--- config.mk ---
export PLATFORM = sky130hd
export DESIGN_NAME = mesi_snoop_ctrl
export DESIGN_NICKNAME = d
export VERILOG_FILES = /design/src/rtl/mesi_pkg.sv /design/src/rtl/mesi_line_store.sv /design/src/rtl/mesi_snoop_resp.sv /design/src/rtl/mesi_ack_counter.sv /design/src/rtl/mesi_snoop_ctrl.sv
export SDC_FILE = /design/constraint.sdc
export NUM_CORES = 1
export LEC_CHECK = 0
export BUFFER_PORTS_ARGS = -buffer_cell sky130_fd_sc_hd__buf_4
export CAP_MARGIN = 10
export CORE_UTILIZATION = 30
export DETAILED_ROUTE_END_ITERATION = 10
export HOLD_SLACK_MARGIN = 0.06
export PLACE_DENSITY = 0.56
export REMOVE_ABC_BUFFERS = 1
export SLEW_MARGIN = 40
export SYNTH_ARGS = -nofsm -noshare
export SYNTH_HDL_FRONTEND = slang
export SYNTH_HIERARCHICAL = 1
export SYNTH_SLANG_ARGS = --single-unit
--- constraint.sdc ---
create_clock -name clk -period 6.84 [get_ports clk]
set_input_delay 0.342 -clock clk [delete_from_list [all_inputs] [get_ports clk]]
set_output_delay 0.342 -clock clk [all_outputs]
set_load 0.01 [all_outputs]
--- src/rtl/mesi_pkg.sv ---
package mesi_pkg;

  typedef enum logic [1:0] {
    MESI_I = 2'b00,
    MESI_S = 2'b01,
    MESI_E = 2'b10,
    MESI_M = 2'b11
  } mesi_e;

  typedef enum logic [1:0] {
    CMD_IDLE = 2'b00,
    CMD_RD   = 2'b01,
    CMD_RDX  = 2'b10,
    CMD_INV  = 2'b11
  } bus_cmd_e;

  typedef enum logic [1:0] {
    F_IDLE,
    F_WB,
    F_FILL,
    F_INV
  } ctrl_fsm_e;

  function automatic mesi_e fill_state(input logic for_write, input logic peer_has);
    if (for_write) return MESI_M;
    return peer_has ? MESI_S : MESI_E;
  endfunction

endpackage

--- src/rtl/mesi_line_store.sv ---
module mesi_line_store
  import mesi_pkg::*;
#(
  parameter int NUM_SETS = 16,
  parameter int TAG_W    = 22,
  localparam int IDX_W   = $clog2(NUM_SETS)
) (
  input  logic             clk,
  input  logic             rst_n,
  input  logic [IDX_W-1:0] ra_idx,
  output mesi_e            ra_state,
  output logic [TAG_W-1:0] ra_tag,
  input  logic [IDX_W-1:0] rb_idx,
  output mesi_e            rb_state,
  output logic [TAG_W-1:0] rb_tag,
  input  logic             wa_en,
  input  logic [IDX_W-1:0] wa_idx,
  input  mesi_e            wa_state,
  input  logic [TAG_W-1:0] wa_tag,
  input  logic             sw_en,
  input  logic [IDX_W-1:0] sw_idx,
  input  mesi_e            sw_state
);
  mesi_e            st_q  [NUM_SETS];
  logic [TAG_W-1:0] tag_q [NUM_SETS];

  assign ra_state = st_q[ra_idx];
  assign ra_tag   = tag_q[ra_idx];
  assign rb_state = st_q[rb_idx];
  assign rb_tag   = tag_q[rb_idx];

  // Snoop write follows the local write so a peer's action wins on a shared set.
  always_ff @(posedge clk) begin
    if (!rst_n) begin
      for (int i = 0; i < NUM_SETS; i++) st_q[i] <= MESI_I;
    end else begin
      if (wa_en) st_q[wa_idx] <= wa_state;
      if (sw_en) st_q[sw_idx] <= sw_state;
    end
  end

  always_ff @(posedge clk) begin
    if (wa_en) tag_q[wa_idx] <= wa_tag;
  end
endmodule

--- src/rtl/mesi_snoop_resp.sv ---
module mesi_snoop_resp
  import mesi_pkg::*;
#(
  parameter int TAG_W = 22
) (
  input  logic [1:0]       cmd,
  input  logic [TAG_W-1:0] req_tag,
  input  mesi_e            line_state,
  input  logic [TAG_W-1:0] line_tag,
  output logic             hit,
  output logic             supply,
  output logic             shared_o,
  output logic             flush,
  output logic             ack,
  output logic             upd_en,
  output mesi_e            upd_state
);
  bus_cmd_e c;
  assign c   = bus_cmd_e'(cmd);
  assign hit = (c != CMD_IDLE) && (line_state != MESI_I) && (line_tag == req_tag);

  always_comb begin
    supply    = 1'b0;
    shared_o  = 1'b0;
    flush     = 1'b0;
    ack       = (c == CMD_INV);
    upd_en    = 1'b0;
    upd_state = line_state;
    if (hit) begin
      unique case (c)
        CMD_RD: begin
          supply    = 1'b1;
          shared_o  = 1'b1;
          flush     = (line_state == MESI_M);
          upd_en    = (line_state != MESI_S);
          upd_state = MESI_S;
        end
        CMD_RDX: begin
          supply    = 1'b1;
          flush     = (line_state == MESI_M);
          upd_en    = 1'b1;
          upd_state = MESI_I;
        end
        CMD_INV: begin
          upd_en    = 1'b1;
          upd_state = MESI_I;
        end
        default: ;
      endcase
    end
  end
endmodule

--- src/rtl/mesi_ack_counter.sv ---
module mesi_ack_counter #(
  parameter int NUM_PEERS = 3,
  localparam int CNT_W = $clog2(NUM_PEERS + 1) + 1
) (
  input  logic                 clk,
  input  logic                 rst_n,
  input  logic                 active,
  input  logic [NUM_PEERS-1:0] ack_vec,
  output logic                 reached
);
  logic [CNT_W-1:0] cnt_q;
  logic [CNT_W-1:0] sum;

  assign sum     = cnt_q + CNT_W'($countones(ack_vec));
  assign reached = active && (int'(sum) >= NUM_PEERS);

  always_ff @(posedge clk) begin
    if (!rst_n || !active) cnt_q <= '0;
    else if (!reached)     cnt_q <= sum;
  end
endmodule

--- src/rtl/mesi_snoop_ctrl.sv ---
module mesi_snoop_ctrl
  import mesi_pkg::*;
#(
  parameter int ADDR_W     = 32,
  parameter int LINE_BYTES = 64,
  parameter int NUM_SETS   = 16,
  parameter int NUM_PEERS  = 3,
  localparam int OFF_W = $clog2(LINE_BYTES),
  localparam int IDX_W = $clog2(NUM_SETS),
  localparam int TAG_W = ADDR_W - OFF_W - IDX_W
) (
  input  logic                 clk,
  input  logic                 rst_n,
  input  logic                 core_req,
  input  logic                 core_we,
  input  logic [ADDR_W-1:0]    core_addr,
  output logic                 core_ready,
  output logic [1:0]           bus_cmd,
  output logic [ADDR_W-1:0]    bus_addr,
  input  logic                 bus_done,
  input  logic                 bus_shared,
  input  logic [NUM_PEERS-1:0] inv_ack,
  output logic                 wb_req,
  output logic [ADDR_W-1:0]    wb_addr,
  input  logic                 wb_done,
  input  logic [1:0]           snp_cmd,
  input  logic [ADDR_W-1:0]    snp_addr,
  output logic                 snp_supply,
  output logic                 snp_shared,
  output logic                 snp_flush,
  output logic                 snp_ack
);
  function automatic logic [ADDR_W-1:0] line_align(input logic [ADDR_W-1:0] a);
    return a & ~ADDR_W'(LINE_BYTES - 1);
  endfunction
  function automatic logic [IDX_W-1:0] set_of(input logic [ADDR_W-1:0] a);
    return a[OFF_W +: IDX_W];
  endfunction
  function automatic logic [TAG_W-1:0] tag_of(input logic [ADDR_W-1:0] a);
    return a[ADDR_W-1 -: TAG_W];
  endfunction

  ctrl_fsm_e fsm_q, fsm_d;
  bus_cmd_e  cmd;

  logic [ADDR_W-1:0] core_line, snp_line;
  logic [IDX_W-1:0]  idx_c, idx_s;
  logic [TAG_W-1:0]  tag_c, tag_s, tag_v, tag_sl;
  mesi_e             st_c, st_s;
  logic              hit_c;

  logic              la_en;
  mesi_e             la_state;
  logic [TAG_W-1:0]  la_tag;

  logic              snp_hit, snp_upd_en, snp_conflict, inv_reached;
  mesi_e             snp_upd_state;

  // Named internal events for the checker.
  logic ev_fill_done, ev_inv_done, ev_wb_done, ev_silent_upgrade;

  assign core_line = line_align(core_addr);
  assign snp_line  = line_align(snp_addr);
  assign idx_c     = set_of(core_line);
  assign tag_c     = tag_of(core_line);
  assign idx_s     = set_of(snp_line);
  assign tag_s     = tag_of(snp_line);
  assign hit_c     = (st_c != MESI_I) && (tag_v == tag_c);
  assign snp_conflict = snp_upd_en && (idx_s == idx_c);

  mesi_line_store #(.NUM_SETS(NUM_SETS), .TAG_W(TAG_W)) u_store (
    .clk(clk), .rst_n(rst_n),
    .ra_idx(idx_c), .ra_state(st_c), .ra_tag(tag_v),
    .rb_idx(idx_s), .rb_state(st_s), .rb_tag(tag_sl),
    .wa_en(la_en), .wa_idx(idx_c), .wa_state(la_state), .wa_tag(la_tag),
    .sw_en(snp_upd_en), .sw_idx(idx_s), .sw_state(snp_upd_state)
  );

  mesi_snoop_resp #(.TAG_W(TAG_W)) u_snoop (
    .cmd(snp_cmd), .req_tag(tag_s), .line_state(st_s), .line_tag(tag_sl),
    .hit(snp_hit), .supply(snp_supply), .shared_o(snp_shared), .flush(snp_flush),
    .ack(snp_ack), .upd_en(snp_upd_en), .upd_state(snp_upd_state)
  );

  mesi_ack_counter #(.NUM_PEERS(NUM_PEERS)) u_acks (
    .clk(clk), .rst_n(rst_n), .active(fsm_q == F_INV),
    .ack_vec(inv_ack), .reached(inv_reached)
  );

  always_comb begin
    fsm_d             = fsm_q;
    core_ready        = 1'b0;
    cmd               = CMD_IDLE;
    wb_req            = 1'b0;
    la_en             = 1'b0;
    la_state          = MESI_I;
    la_tag            = tag_c;
    ev_fill_done      = 1'b0;
    ev_inv_done       = 1'b0;
    ev_wb_done        = 1'b0;
    ev_silent_upgrade = 1'b0;
    unique case (fsm_q)
      F_IDLE: if (core_req && !snp_conflict) begin
        if (hit_c) begin
          if (!core_we || st_c == MESI_M) begin
            core_ready = 1'b1;
          end else if (st_c == MESI_E) begin
            core_ready        = 1'b1;
            ev_silent_upgrade = 1'b1;
            la_en             = 1'b1;
            la_state          = MESI_M;
          end else begin
            fsm_d = F_INV;
          end
        end else begin
          fsm_d = (st_c == MESI_M) ? F_WB : F_FILL;
        end
      end
      F_WB: begin
        wb_req = 1'b1;
        if (wb_done) begin
          ev_wb_done = 1'b1;
          la_en      = 1'b1;
          la_state   = MESI_I;
          la_tag     = tag_v;
          fsm_d      = F_FILL;
        end
      end
      F_FILL: begin
        cmd = core_we ? CMD_RDX : CMD_RD;
        if (bus_done) begin
          ev_fill_done = 1'b1;
          la_en        = 1'b1;
          la_state     = fill_state(core_we, bus_shared);
          fsm_d        = F_IDLE;
        end
      end
      F_INV: begin
        cmd = CMD_INV;
        if (inv_reached) begin
          ev_inv_done = 1'b1;
          la_en       = 1'b1;
          la_state    = MESI_M;
          fsm_d       = F_IDLE;
        end
      end
      default: fsm_d = F_IDLE;
    endcase
  end

  always_ff @(posedge clk) begin
    if (!rst_n) fsm_q <= F_IDLE;
    else        fsm_q <= fsm_d;
  end

  assign bus_cmd  = cmd;
  assign bus_addr = core_line;
  assign wb_addr  = {tag_v, idx_c, {OFF_W{1'b0}}};
endmodule

==> impl_metrics.tcl <==
set metrics [dict create \
    period_needed_ns 5.206 \
    core_sq_mm 0.06575 \
    cts_buffers 43 \
    post_cts_resized 0 \
    place_congestion 0.8412 \
    criticalPathCategory "in -> reg" \
    r2r_slack_ns 1.89 \
    clock.fmax_mhz 192.1 \
    route.vias.total 11959 \
    start_util 0.3027 \
    drt-initial-drc-count 1090 \
    final_area_sq_mm 0.02321 \
    diodes 0 \
    antenna_left 0 \
    cap_violations 0 \
    arrival_ns 5.52 \
    relSlewSlack 0.4378 \
    power_uw 5526 \
    cts_max_path_buffers 3 \
    grt_max_degree 48 \
    fin_tns_setup_ns 0 \
    netlist_top_cells_count "edfxtp_1, mux4_2, a22oi_1" \
    ioPinCount 148 \
    dr.pass1.iters 5 \
    htreeDepth 2 \
    portBuffers 123 \
    synthTopCellsByArea "edfxtp_1, mux4_2, a22oi_1, buf_4, xor2_1" \
    timing.rr.end "u_store/st_q[2][0]$_DFFE_PP_" \
    r2r-start "u_store/tag_q[7][5]$_DFFE_PP_" \
    rows 94 \
    overflow 0 \
    wl_per_cell_um 27.30 \
    grt_usage 0.1745 \
    p_leak_uw 0.007551 \
    fin_ws_ns 1.634 \
    crit_chain "buf_4, buf_4, mux4_2, a22oi_1, nand2_1, xor2_1, nor4_1, nand4_1, buf_4, nor4_1, buf_4, a41o_1, or3_1, nand3_1, or3b_2, nor2_4, or3b_2" \
    grt_pass1_vias 12319 \
    worst_setup_path_end_kind "flop" \
    grt_pass1_wl_um 84750 \
    outcome "finished clean" \
    die_area_sq_mm 0.06737 \
    fin_skew_ns 0.01976 \
    ys_seq_elements 389 \
    worst_path_most_repeated_cell "buf_4" \
    clkTransAtPathRegs_ns 0.06 \
    die_h_um 259.6 \
    layout-drive-gt1-share 0.3713 \
    antenna_found_initial 0 \
    vias_per_cell 5.552 \
    endpoint "u_store/st_q[2][0]$_DFFE_PP_" \
    min_path_type "in -> reg" \
    finalCritPeriodShare 0.7612 \
    startpoint "snp_addr[7]" \
    worst_slew_pin_slew_ns 0.8432 \
    die_w_um 259.6 \
    hold_slack_ns 0.2426 \
    post_cts_buffers 0 \
    synth_edf_count 384 \
    cp_max_fo 46 \
    worstSkewPairLatency_ns 0.57 \
    cts_sinks 389 \
    holdBufCountCts 0 \
    wirelength_um 58810 \
    synthDistinctLibCells 62 \
    synth-main-ff-cell "edfxtp_1" \
    cts_root_buf "clkbuf_16" \
    yosys_warnings 6 \
    yosysTopAreaCellShare 0.5794 \
    areaGrowthSynthToFinish_pct 16.61 \
    peakVddDrop_mv 0.1666 \
    tritoncts "yes" \
    synth_area_per_cell_sq_um 17.17 \
    synthCells 1159 \
    critPathSlowestCell "nor4_1" \
    critPathMaxStageDelay_ns 0.63 \
    place_hpwl_um 36650 \
    async_flop_share 0 \
    setup_viol 0 \
    dpl_cell_area_sq_mm 0.02189 \
    yosysMostFrequentCell "edfxtp_1" \
    post-place-ws_ns 0.9280 \
    start_kind "input port" \
    syn_area_sq_mm 0.01990 \
    fin_nets 1347 \
    min_from "rst_n" \
    drcViolationCount 0 \
    powerDensity_mw_per_mm2 238.1 \
    rsz0062_at_grt "false" \
    worstPathRequired_ns 7.15 \
    synth_top_area_cell "edfxtp_1" \
    worstRegToRegCells 15 \
    finalMaxSlewViolations 0 \
    final_hold_viol_count 0 \
    yosysSeqAreaShare 0.5844 \
]
==> worst min path at each step <==
stage,endpoint,cells past startpoint
finish,u_acks/cnt_q[2]$_SDFFE_PP0N_,3
global route,u_acks/cnt_q[2]$_SDFFE_PP0N_,3
CTS,u_acks/cnt_q[2]$_SDFFE_PP0N_,3
detailed placement,u_acks/cnt_q[2]$_SDFFE_PP0N_,2
global placement,u_acks/cnt_q[1]$_SDFFE_PP0N_,1
floorplan,u_acks/cnt_q[2]$_SDFFE_PP0N_,2
==> layout by cell type (no fill, tap or decap), drive strengths merged, types with 3 or more instances in the layout <==
| cell | instances |
|---|---|
| nor4 | 10 |
| dfxtp | 5 |
| a21oi | 3 |
| o31ai | 6 |
| nand2 | 65 |
| xnor2 | 15 |
| a32o | 4 |
| conb | 12 |
| edfxtp | 384 |
| clkbuf | 54 |
| mux4 | 193 |
| mux2 | 27 |
| o2bb2ai | 20 |
| clkinv | 14 |
| inv | 13 |
| o211ai | 6 |
| nand4b | 3 |
| xor2 | 35 |
| a22oi | 96 |
| nor2 | 32 |
| nand4 | 6 |
| nand2b | 6 |
| nand3b | 5 |
| nor2b | 7 |
| ha | 6 |
| nor3 | 16 |
| or3b | 6 |
| and2 | 7 |
| buf | 174 |
| bufinv | 3 |
| o221ai | 8 |
| a211oi | 3 |
| nand3 | 11 |
==> critical path, delay by kind of cell <==
family,cells,cell delay [ns]
xor+xnor,1,0.16
mux,1,0.32
compound gates,2,0.40
buf+inv,4,1.41
simple gates,9,2.81
==> where the power goes <==
| part | leakage (uW) | internal (uW) | switching [uW] |
|---|---|---|---|
| combinational | 0.00337 | 263 | 382 |
| clock | 0.000639 | 1300 | 915 |
| sequential | 0.00354 | 2650 | 13.1 |
| total | 0.00755 | 4220 | 1310 |
==> area by class of cell <==
cell class,count,area (sq um)
Multi-Input combinational cell,642,7660
Timing Repair Buffer,174,1471
Tap cell,864,1081
Sequential cell,389,11630
Inverter,13,48.80
Clock inverter,18,155.1
Fill cell,6103,42540
Clock buffer,54,1160
==> through the flow <==
step | utilization | std cells
6_report | 0.3530 | 2154
5_1_grt | 0.3530 | 2154
4_1_cts | 0.3529 | 2154
3_5_place_dp | 0.3329 | 2082
3_3_place_gp | 0.3325 | 2081
2_1_floorplan | - | 1044
==> cells by family (layout without fill, tap and decap cells) <==
kind of cell             after synthesis  count (layout)  share of synthesized area
buffers and inverters                139             259                    0.03923
XOR/XNOR                              50              50                    0.02200
adder cells (fa/ha/maj)                8               8                   0.005784
AND/OR/NAND/NOR                      187             187                    0.04879
multiplexers                         221             221                     0.2344
other                                  1              12                  0.0001884
AO/OA/AOI/OAI                        164             164                    0.06520
flip-flops                           389             389                     0.5844
==> layer usage <==
layer  part of all wire  global-route usage  vias to the layer above
met5                  0                   0                        -
met4              0.033             0.06291                        0
met3              0.059             0.02373                      105
met2               0.50              0.2950                      479
met1               0.41              0.2287                     6339
li1                   -                   -                     5036
==> flip-flops by register name, summed over array words and instances, names as in the netlist <==
| register | flops |
|---|---|
| u_store/tag_q | 352 |
| u_store/st_q | 32 |
| u_acks/cnt_q | 3 |
| fsm_q | 2 |
Power figures use the tool's default switching activity.
